==> src/rtl/inv_q_pkg.sv <==
`timescale 1ns/1ps
package inv_q_pkg;
  localparam int unsigned DESC_W = 128;

  localparam logic [3:0] TY_CTX    = 4'd1;
  localparam logic [3:0] TY_IOTLB  = 4'd2;
  localparam logic [3:0] TY_DEVTLB = 4'd3;
  localparam logic [3:0] TY_IEC    = 4'd4;
  localparam logic [3:0] TY_WAIT   = 4'd5;

  typedef enum logic [1:0] {K_INV, K_WAIT, K_BAD} kind_e;
  typedef enum logic [2:0] {S_IDLE, S_FETCH, S_ISSUE, S_WAIT, S_STATUS} state_e;

  typedef struct packed {
    logic [63:0] hi;
    logic [63:0] lo;
  } desc_t;
endpackage

==> src/rtl/inv_q_decode.sv <==
`timescale 1ns/1ps
module inv_q_decode
  import inv_q_pkg::*;
(
  input  logic [6:0] lo_i,
  output kind_e      kind_o,
  output logic       fence_o,
  output logic       sw_o,
  output logic       irq_flag_o
);
  always_comb begin
    case (lo_i[3:0])
      TY_CTX, TY_IOTLB, TY_DEVTLB, TY_IEC: kind_o = K_INV;
      TY_WAIT:                            kind_o = K_WAIT;
      default:                            kind_o = K_BAD;
    endcase
  end

  assign fence_o    = lo_i[6];
  assign sw_o       = lo_i[5];
  assign irq_flag_o = lo_i[4];
endmodule

==> src/rtl/inv_q_ptr.sv <==
`timescale 1ns/1ps
module inv_q_ptr #(
  parameter int unsigned MAX_QS = 7,
  parameter int unsigned IDX_W  = MAX_QS + 8
) (
  input  logic             clk_i,
  input  logic             rst_ni,
  input  logic [2:0]       qs_i,
  input  logic [IDX_W-1:0] tail_i,
  input  logic             adv_i,
  output logic [IDX_W-1:0] head_o,
  output logic             empty_o
);
  localparam int unsigned SPAN_W = IDX_W + 1;

  logic [2:0]        qs_eff;
  logic [SPAN_W-1:0] span;
  logic [IDX_W-1:0]  last_idx;
  logic [IDX_W-1:0]  head_q;

  assign qs_eff   = (qs_i > 3'(MAX_QS)) ? 3'(MAX_QS) : qs_i;
  assign span     = SPAN_W'(1) << ({1'b0, qs_eff} + 4'd8);
  assign last_idx = IDX_W'(span - SPAN_W'(1));

  always_ff @(posedge clk_i or negedge rst_ni) begin
    if (!rst_ni)    head_q <= '0;
    else if (adv_i) head_q <= (head_q == last_idx) ? '0 : head_q + 1'b1;
  end

  assign head_o  = head_q;
  assign empty_o = (head_q == (tail_i & last_idx));
endmodule

==> src/rtl/inv_q_track.sv <==
`timescale 1ns/1ps
module inv_q_track #(
  parameter int unsigned CNT_W = 6
) (
  input  logic clk_i,
  input  logic rst_ni,
  input  logic inc_i,
  input  logic dec_i,
  output logic zero_o,
  output logic full_o
);
  logic [CNT_W-1:0] cnt_q;
  logic             dec_ok;

  assign dec_ok = dec_i && (cnt_q != '0);

  always_ff @(posedge clk_i or negedge rst_ni) begin
    if (!rst_ni) cnt_q <= '0;
    else begin
      case ({inc_i, dec_ok})
        2'b10:   cnt_q <= cnt_q + 1'b1;
        2'b01:   cnt_q <= cnt_q - 1'b1;
        default: cnt_q <= cnt_q;
      endcase
    end
  end

  assign zero_o = (cnt_q == '0);
  assign full_o = &cnt_q;
endmodule

==> src/rtl/inv_queue_engine.sv <==
`timescale 1ns/1ps
module inv_queue_engine
  import inv_q_pkg::*;
#(
  parameter int unsigned ADDR_W = 48,
  parameter int unsigned MAX_QS = 7,
  parameter int unsigned OUT_W  = 6
) (
  input  logic              clk_i,
  input  logic              rst_ni,
  input  logic              en_i,
  input  logic [2:0]        qs_i,
  input  logic [ADDR_W-13:0] base_pfn_i,
  input  logic [31:0]       tail_reg_i,
  input  logic              fault_clr_i,
  output logic              rd_req_o,
  output logic [ADDR_W-1:0] rd_addr_o,
  input  logic              rd_valid_i,
  input  logic              rd_err_i,
  input  logic [127:0]      rd_data_i,
  output logic              inv_valid_o,
  input  logic              inv_ready_i,
  output logic [127:0]      inv_desc_o,
  input  logic              inv_done_i,
  output logic              wr_req_o,
  output logic [ADDR_W-1:0] wr_addr_o,
  output logic [31:0]       wr_data_o,
  input  logic              wr_ack_i,
  output logic              irq_o,
  output logic              fault_o,
  output logic [31:0]       head_reg_o
);
  localparam int unsigned IDX_W = MAX_QS + 8;
  localparam int unsigned REG_W = 32;

  state_e st_q, st_d;
  desc_t  desc_q, rd_desc;
  logic   fault_q, irq_q;

  logic [IDX_W-1:0] head, tail_idx;
  logic             empty, trk_zero, trk_full;
  logic             issue_fire, wait_go, complete, adv, bad_fetch;

  kind_e rd_kind, unused_kind;
  logic  unused_rd_fence, unused_rd_sw, unused_rd_if;
  logic  w_fence, w_sw, w_if;
  logic  unused_tail_bits;

  assign rd_desc          = desc_t'(rd_data_i);
  assign tail_idx         = tail_reg_i[4 +: IDX_W];
  assign unused_tail_bits = ^{tail_reg_i[3:0], tail_reg_i[REG_W-1:IDX_W+4]};

  inv_q_decode u_dec_rd (
    .lo_i       (rd_desc.lo[6:0]),
    .kind_o     (rd_kind),
    .fence_o    (unused_rd_fence),
    .sw_o       (unused_rd_sw),
    .irq_flag_o (unused_rd_if)
  );

  inv_q_decode u_dec_hold (
    .lo_i       (desc_q.lo[6:0]),
    .kind_o     (unused_kind),
    .fence_o    (w_fence),
    .sw_o       (w_sw),
    .irq_flag_o (w_if)
  );

  inv_q_ptr #(.MAX_QS(MAX_QS), .IDX_W(IDX_W)) u_ptr (
    .clk_i   (clk_i),
    .rst_ni  (rst_ni),
    .qs_i    (qs_i),
    .tail_i  (tail_idx),
    .adv_i   (adv),
    .head_o  (head),
    .empty_o (empty)
  );

  inv_q_track #(.CNT_W(OUT_W)) u_trk (
    .clk_i  (clk_i),
    .rst_ni (rst_ni),
    .inc_i  (issue_fire),
    .dec_i  (inv_done_i),
    .zero_o (trk_zero),
    .full_o (trk_full)
  );

  assign issue_fire = inv_valid_o && inv_ready_i;
  assign wait_go    = (st_q == S_WAIT) && (!w_fence || trk_zero);
  assign complete   = (wait_go && !w_sw) || ((st_q == S_STATUS) && wr_ack_i);
  assign adv        = issue_fire || complete;
  assign bad_fetch  = (st_q == S_FETCH) && rd_valid_i && (rd_err_i || rd_kind == K_BAD);

  always_comb begin
    st_d = st_q;
    case (st_q)
      S_IDLE:   if (en_i && !fault_q && !empty) st_d = S_FETCH;
      S_FETCH:  if (rd_valid_i) begin
                  if (rd_err_i || rd_kind == K_BAD) st_d = S_IDLE;
                  else if (rd_kind == K_INV)        st_d = S_ISSUE;
                  else                              st_d = S_WAIT;
                end
      S_ISSUE:  if (issue_fire) st_d = S_IDLE;
      S_WAIT:   if (wait_go) st_d = w_sw ? S_STATUS : S_IDLE;
      S_STATUS: if (wr_ack_i) st_d = S_IDLE;
      default:  st_d = S_IDLE;
    endcase
  end

  always_ff @(posedge clk_i or negedge rst_ni) begin
    if (!rst_ni) begin
      st_q    <= S_IDLE;
      desc_q  <= '0;
      fault_q <= 1'b0;
      irq_q   <= 1'b0;
    end else begin
      st_q  <= st_d;
      irq_q <= complete && w_if;
      if (st_q == S_FETCH && rd_valid_i) desc_q <= rd_desc;
      if (bad_fetch)        fault_q <= 1'b1;
      else if (fault_clr_i) fault_q <= 1'b0;
    end
  end

  assign rd_req_o    = (st_q == S_FETCH);
  assign rd_addr_o   = {base_pfn_i, 12'h000} + (ADDR_W'(head) << 4);
  assign inv_valid_o = (st_q == S_ISSUE) && !trk_full;
  assign inv_desc_o  = desc_q;
  assign wr_req_o    = (st_q == S_STATUS);
  assign wr_addr_o   = {desc_q.hi[ADDR_W-1:2], 2'b00};
  assign wr_data_o   = desc_q.lo[63:32];
  assign irq_o       = irq_q;
  assign fault_o     = fault_q;
  assign head_reg_o  = REG_W'(head) << 4;
endmodule

==> config.mk <==
export PLATFORM = sky130hd
export DESIGN_NAME = inv_queue_engine
export DESIGN_NICKNAME = d
export VERILOG_FILES = /design/src/rtl/inv_q_pkg.sv /design/src/rtl/inv_q_decode.sv /design/src/rtl/inv_q_ptr.sv /design/src/rtl/inv_q_track.sv /design/src/rtl/inv_queue_engine.sv
export SDC_FILE = /design/constraint.sdc
export NUM_CORES = 1
export LEC_CHECK = 0
export BUFFER_PORTS_ARGS = -buffer_cell sky130_fd_sc_hd__buf_4
export CORE_ASPECT_RATIO = 0.5
export CORE_MARGIN = 1.5
export CORE_UTILIZATION = 23
export CTS_CLUSTER_SIZE = 12
export DETAILED_ROUTE_END_ITERATION = 6
export PLACE_DENSITY = 0.54
export SYNTH_ARGS = -nofsm -noshare
export SYNTH_HDL_FRONTEND = slang
export SYNTH_HIERARCHICAL = 1
export SYNTH_SLANG_ARGS = --single-unit
==> constraint.sdc <==
create_clock -name clk_i -period 2.8 [get_ports clk_i]
set_clock_uncertainty 0.05 [all_clocks]
set_input_delay 0 -clock clk_i [delete_from_list [all_inputs] [get_ports clk_i]]
set_output_delay 0 -clock clk_i [all_outputs]
set_load 0.02 [all_outputs]
==> impl_results.html <==
<table>
<tr><th>Metric</th><th>Value</th></tr>
<tr><th colspan="2">Global routing</th></tr>
<tr><td>Gr ovfl total</td><td>0</td></tr>
<tr><td>Number of global-route vias before repair</td><td>~8,000</td></tr>
<tr><td>Maximum number of pins on one net before global-route repair</td><td>96</td></tr>
<tr><td>Overall global routing resource usage</td><td>0.143</td></tr>
<tr><td>Wire length of the first global-routing pass</td><td>approximately 43,000 microns</td></tr>
<tr><td>Number of antenna violations at the first check in global routing</td><td>0</td></tr>
<tr><th colspan="2">Worst setup path</th></tr>
<tr><td>Cells on worst reg2reg path</td><td>9</td></tr>
<tr><td>Reg2Reg Capture Point</td><td>u_trk/cnt_q[5]</td></tr>
<tr><td>Slowest library cell on the worst path</td><td>dfrtp_1</td></tr>
<tr><td>CP startpoint</td><td>u_ptr/head_o[8]</td></tr>
<tr><td>Kind of end point of the critical path</td><td>output pin</td></tr>
<tr><td>Buf+Inv Stages, Crit Path</td><td>3</td></tr>
<tr><td>Max incr delay on CP</td><td>between 0.4 and 0.5 ns</td></tr>
<tr><td>Largest fanout on the critical path</td><td>3</td></tr>
<tr><td>Kind of launch point of the worst setup path</td><td>flip-flop</td></tr>
<tr><td>Cells traversed along the worst timing path</td><td>ha_4, inv_2, fa_2, nor2b_2, o31a_1, buf_4, or2_4, o211ai_1, xnor2_1, buf_4</td></tr>
<tr><td>Req. time, crit path</td><td>approximately 2.8 ns</td></tr>
<tr><td>Kind of cell adding the most delay to the critical path</td><td>compound AO/OA/AOI/OAI gates</td></tr>
<tr><td>Slack of the worst reg-to-reg path</td><td>0.13 ns</td></tr>
<tr><td>CP arrival</td><td>between 2 and 3 ns</td></tr>
<tr><td>Category of the most critical setup path</td><td>reg2out</td></tr>
<tr><td>Cell seen most often among critical-path stages</td><td>buf_4</td></tr>
<tr><td>Launch instance of the worst register-to-register path</td><td>u_trk/cnt_q[3]</td></tr>
<tr><th colspan="2">Clocking</th></tr>
<tr><td>Inserted Clock Buffers</td><td>17</td></tr>
<tr><td>Clock network latency to the later pin of the worst-skew pair</td><td>~0.44 ns</td></tr>
<tr><td>CTS tree</td><td>done</td></tr>
<tr><td>Max H-tree Level</td><td>4</td></tr>
<tr><td>Root buffer cell</td><td>clkbuf_16</td></tr>
<tr><td>Clock-pin slew reported for the worst setup and hold paths after clock tree synthesis</td><td>0.06 ns</td></tr>
<tr><td>Clk sink count</td><td>154</td></tr>
<tr><td>Largest buffer count on any clock path</td><td>2</td></tr>
<tr><th colspan="2">Floorplan</th></tr>
<tr><td>Die area</td><td>38,500 sq um</td></tr>
<tr><td>Die W</td><td>approximately 280 microns</td></tr>
<tr><td>Die Height</td><td>140 microns</td></tr>
<tr><td>Total I/O pin count</td><td>501</td></tr>
<tr><td>Area inside the core boundary</td><td>around 36,000 sq um</td></tr>
<tr><td>Initial core utilization</td><td>0.236</td></tr>
<tr><td>Core Rows</td><td>between 40 and 50</td></tr>
<tr><th colspan="2">Route</th></tr>
<tr><td>Vias per std cell</td><td>around 4.2</td></tr>
<tr><td>Total wire length</td><td>between 20,000 and 30,000 microns</td></tr>
<tr><td>Remaining antenna violation count</td><td>0</td></tr>
<tr><td>First-pass detailed-route iteration total</td><td>4</td></tr>
<tr><td>DR DRC count</td><td>0</td></tr>
<tr><td>Routed length per placed instance</td><td>15.9 microns</td></tr>
<tr><td>Detailed router's first-iteration violation count</td><td>about 230</td></tr>
<tr><td>Total via count after detailed routing</td><td>7,404</td></tr>
<tr><th colspan="2">Placement</th></tr>
<tr><td>Number of buffers inserted by port buffering</td><td>460</td></tr>
<tr><td>Cell Area, Placed</td><td>about 12,000 sq um</td></tr>
<tr><td>DP Wirelength</td><td>about 21,000 microns</td></tr>
<tr><td>Placer Congestion</td><td>between 0.8 and 0.9</td></tr>
<tr><td>Setup WS pre-CTS</td><td>approximately 0.015 ns</td></tr>
<tr><th colspan="2">Worst hold path</th></tr>
<tr><td>Cell count of the worst hold path</td><td>5</td></tr>
<tr><td>Worst Hold Path EP</td><td>st_q[2]</td></tr>
<tr><td>Class of the tightest hold or removal check</td><td>in2reg</td></tr>
<tr><td>Hold path startpoint</td><td>rd_valid_i</td></tr>
<tr><th colspan="2">STA</th></tr>
<tr><td>Fmax achieved</td><td>0.372 GHz</td></tr>
<tr><td>Normalized max-slew margin</td><td>0.366</td></tr>
<tr><td>Final setup slack of the worst path</td><td>0.113 ns</td></tr>
<tr><td>Actual transition at the worst max-transition pin</td><td>roughly 0.95 ns</td></tr>
<tr><td>Post-route clock period utilization</td><td>0.960</td></tr>
<tr><td>Max-slew violation count</td><td>0</td></tr>
<tr><td>Post-layout min period</td><td>roughly 2.7 ns</td></tr>
<tr><td>Final hold violation count</td><td>0</td></tr>
<tr><td>Final Setup Violations</td><td>0</td></tr>
<tr><th colspan="2">Pwr</th></tr>
<tr><td>Pwr per Cell Area</td><td>around 990 nW/um^2</td></tr>
<tr><td>Peak ir drop on the vdd network</td><td>about 540 uV</td></tr>
<tr><td>Post-layout total power</td><td>about 0.014 W</td></tr>
<tr><td>Leakage component of the power</td><td>about 6.7 nW</td></tr>
<tr><th colspan="2">Finish</th></tr>
<tr><td>Share of post-route cells with drive strength above 1</td><td>0.553</td></tr>
<tr><td>Area of all placed cells without fillers</td><td>14,200 sq um</td></tr>
<tr><td>Layout-stage area growth over the synthesis result</td><td>65.2%</td></tr>
<tr><td>Number of nets in the final layout</td><td>1,500</td></tr>
<tr><td>Count of inserted antenna diode cells</td><td>0</td></tr>
<tr><th colspan="2">Synthesis</th></tr>
<tr><td>Syn Inst Count</td><td>740</td></tr>
<tr><td>Area of the mapped netlist</td><td>8570 sq um</td></tr>
<tr><td>Yosys synthesis warning count</td><td>6</td></tr>
<tr><td>Mean post-synth cell area</td><td>11.6 sq um</td></tr>
<tr><th colspan="2">Run status</th></tr>
<tr><td>Outcome</td><td>complete, no violations</td></tr>
<tr><th colspan="2">Flow run</th></tr>
<tr><td>Maximum Capacitance Violations</td><td>0</td></tr>
</table>
-- layout by cell type (no fill, tap or decap), drive strengths merged, types with 3 or more instances in the layout --
master,count
o22ai,4
xor2,29
nor2,16
nor3,20
xnor2,32
nand2,30
clkbuf,17
nor4,4
dlygate4sd3,134
nand4,9
and3,6
o31ai,6
a21boi,3
inv,36
ha,13
and2,3
mux2,130
a21oi,19
o211ai,5
nor2b,7
nand3,13
clkinv,6
nor3b,6
o21ai,14
a211oi,3
nand2b,3
a21o,3
a2111oi,3
buf,503
and4,4
conb,23
dfrtp,154
-- how the worst max path moves through the flow --
| stage | slack (ns) | depth (start not counted) | to |
|---|---|---|---|
| final | 0.11 | 10 | rd_addr_o[24] |
| after global routing | -0.02 | 9 | u_trk/cnt_q[5] |
| after CTS | 0.003 | 10 | rd_addr_o[44] |
| after detailed placement | 0.02 | 10 | u_trk/cnt_q[4] |
| after global placement | 0.06 | 9 | u_trk/cnt_q[5] |
| after floorplan | 0.08 | 9 | u_trk/cnt_q[5] |
-- power breakdown --
group / switching (W) / internal [W] / total [W] / leakage (nW)
Combinational: 0.00395 / 0.00366 / 0.00762 / 4.55
Sequential: 0.000835 / 0.00327 / 0.00411 / 1.84
Clock: 0.00103 / 0.00124 / 0.00227 / 0.281
Total: 0.00582 / 0.00818 / 0.0140 / 6.67
-- layout make-up --
| type | count | area, sq um |
|---|---|---|
| fill | 3532 | 22100 |
| timing repair buffer | 637 | 5180 |
| sequential | 154 | 3850 |
| multi-input combinational | 438 | 3850 |
| tap | 484 | 606 |
| clock buffer | 17 | 425 |
| clock inverter | 15 | 139 |
| inverter | 29 | 109 |
-- layer usage --
metal / global-route usage / vias up / routed length, microns
met5: 0 / - / 0
met4: 0.0573 / 0 / 756
met3: 0.0238 / 44 / 812
met2: 0.279 / 156 / 16100
met1: 0.153 / 3692 / 10500
li1: - / 3512 / -
-- stage by stage --
step / TNS, ns / hold WS (ns) / utilization / instances
floorplan: 0 / -0.346 / - / 762
global placement: 0 / 0.145 / 0.331 / 1598
detailed placement: 0 / 0.146 / 0.331 / 1598
CTS: 0 / 0.0153 / 0.386 / 1771
global route: -0.0256 / 0.0895 / 0.390 / 1774
finish: 0 / 0.0533 / 0.390 / 1774
-- worst register-to-register path: stages (launching register included) --
cell and delay [ns]:
dfrtp_1 0.38, or4_1 0.55, nor3_2 0.14, nor2b_1 0.10, ha_4 0.18, ha_1 0.33
o211ai_1 0.12, nor2_2 0.14, mux2_4 0.32, a2111oi_2 0.27
-- sequential cells by signal, summed over array words and instances, names as in the netlist --
signal / count
fault_o: 1
inv_desc_o: 128
irq_o: 1
st_q: 3
u_ptr/head_o: 15
u_trk/cnt_q: 6
-- repair_timing --
item                                   in CTS  in global routing
gates resized for setup                     4                 25
hold buffers                              134                  0
pin swaps                                   3                 10
buffers inserted                            7                  3
endpoints found under the hold margin     226                  0
setup endpoints to repair                  22                 30
(Power assumes the default switching activity.)
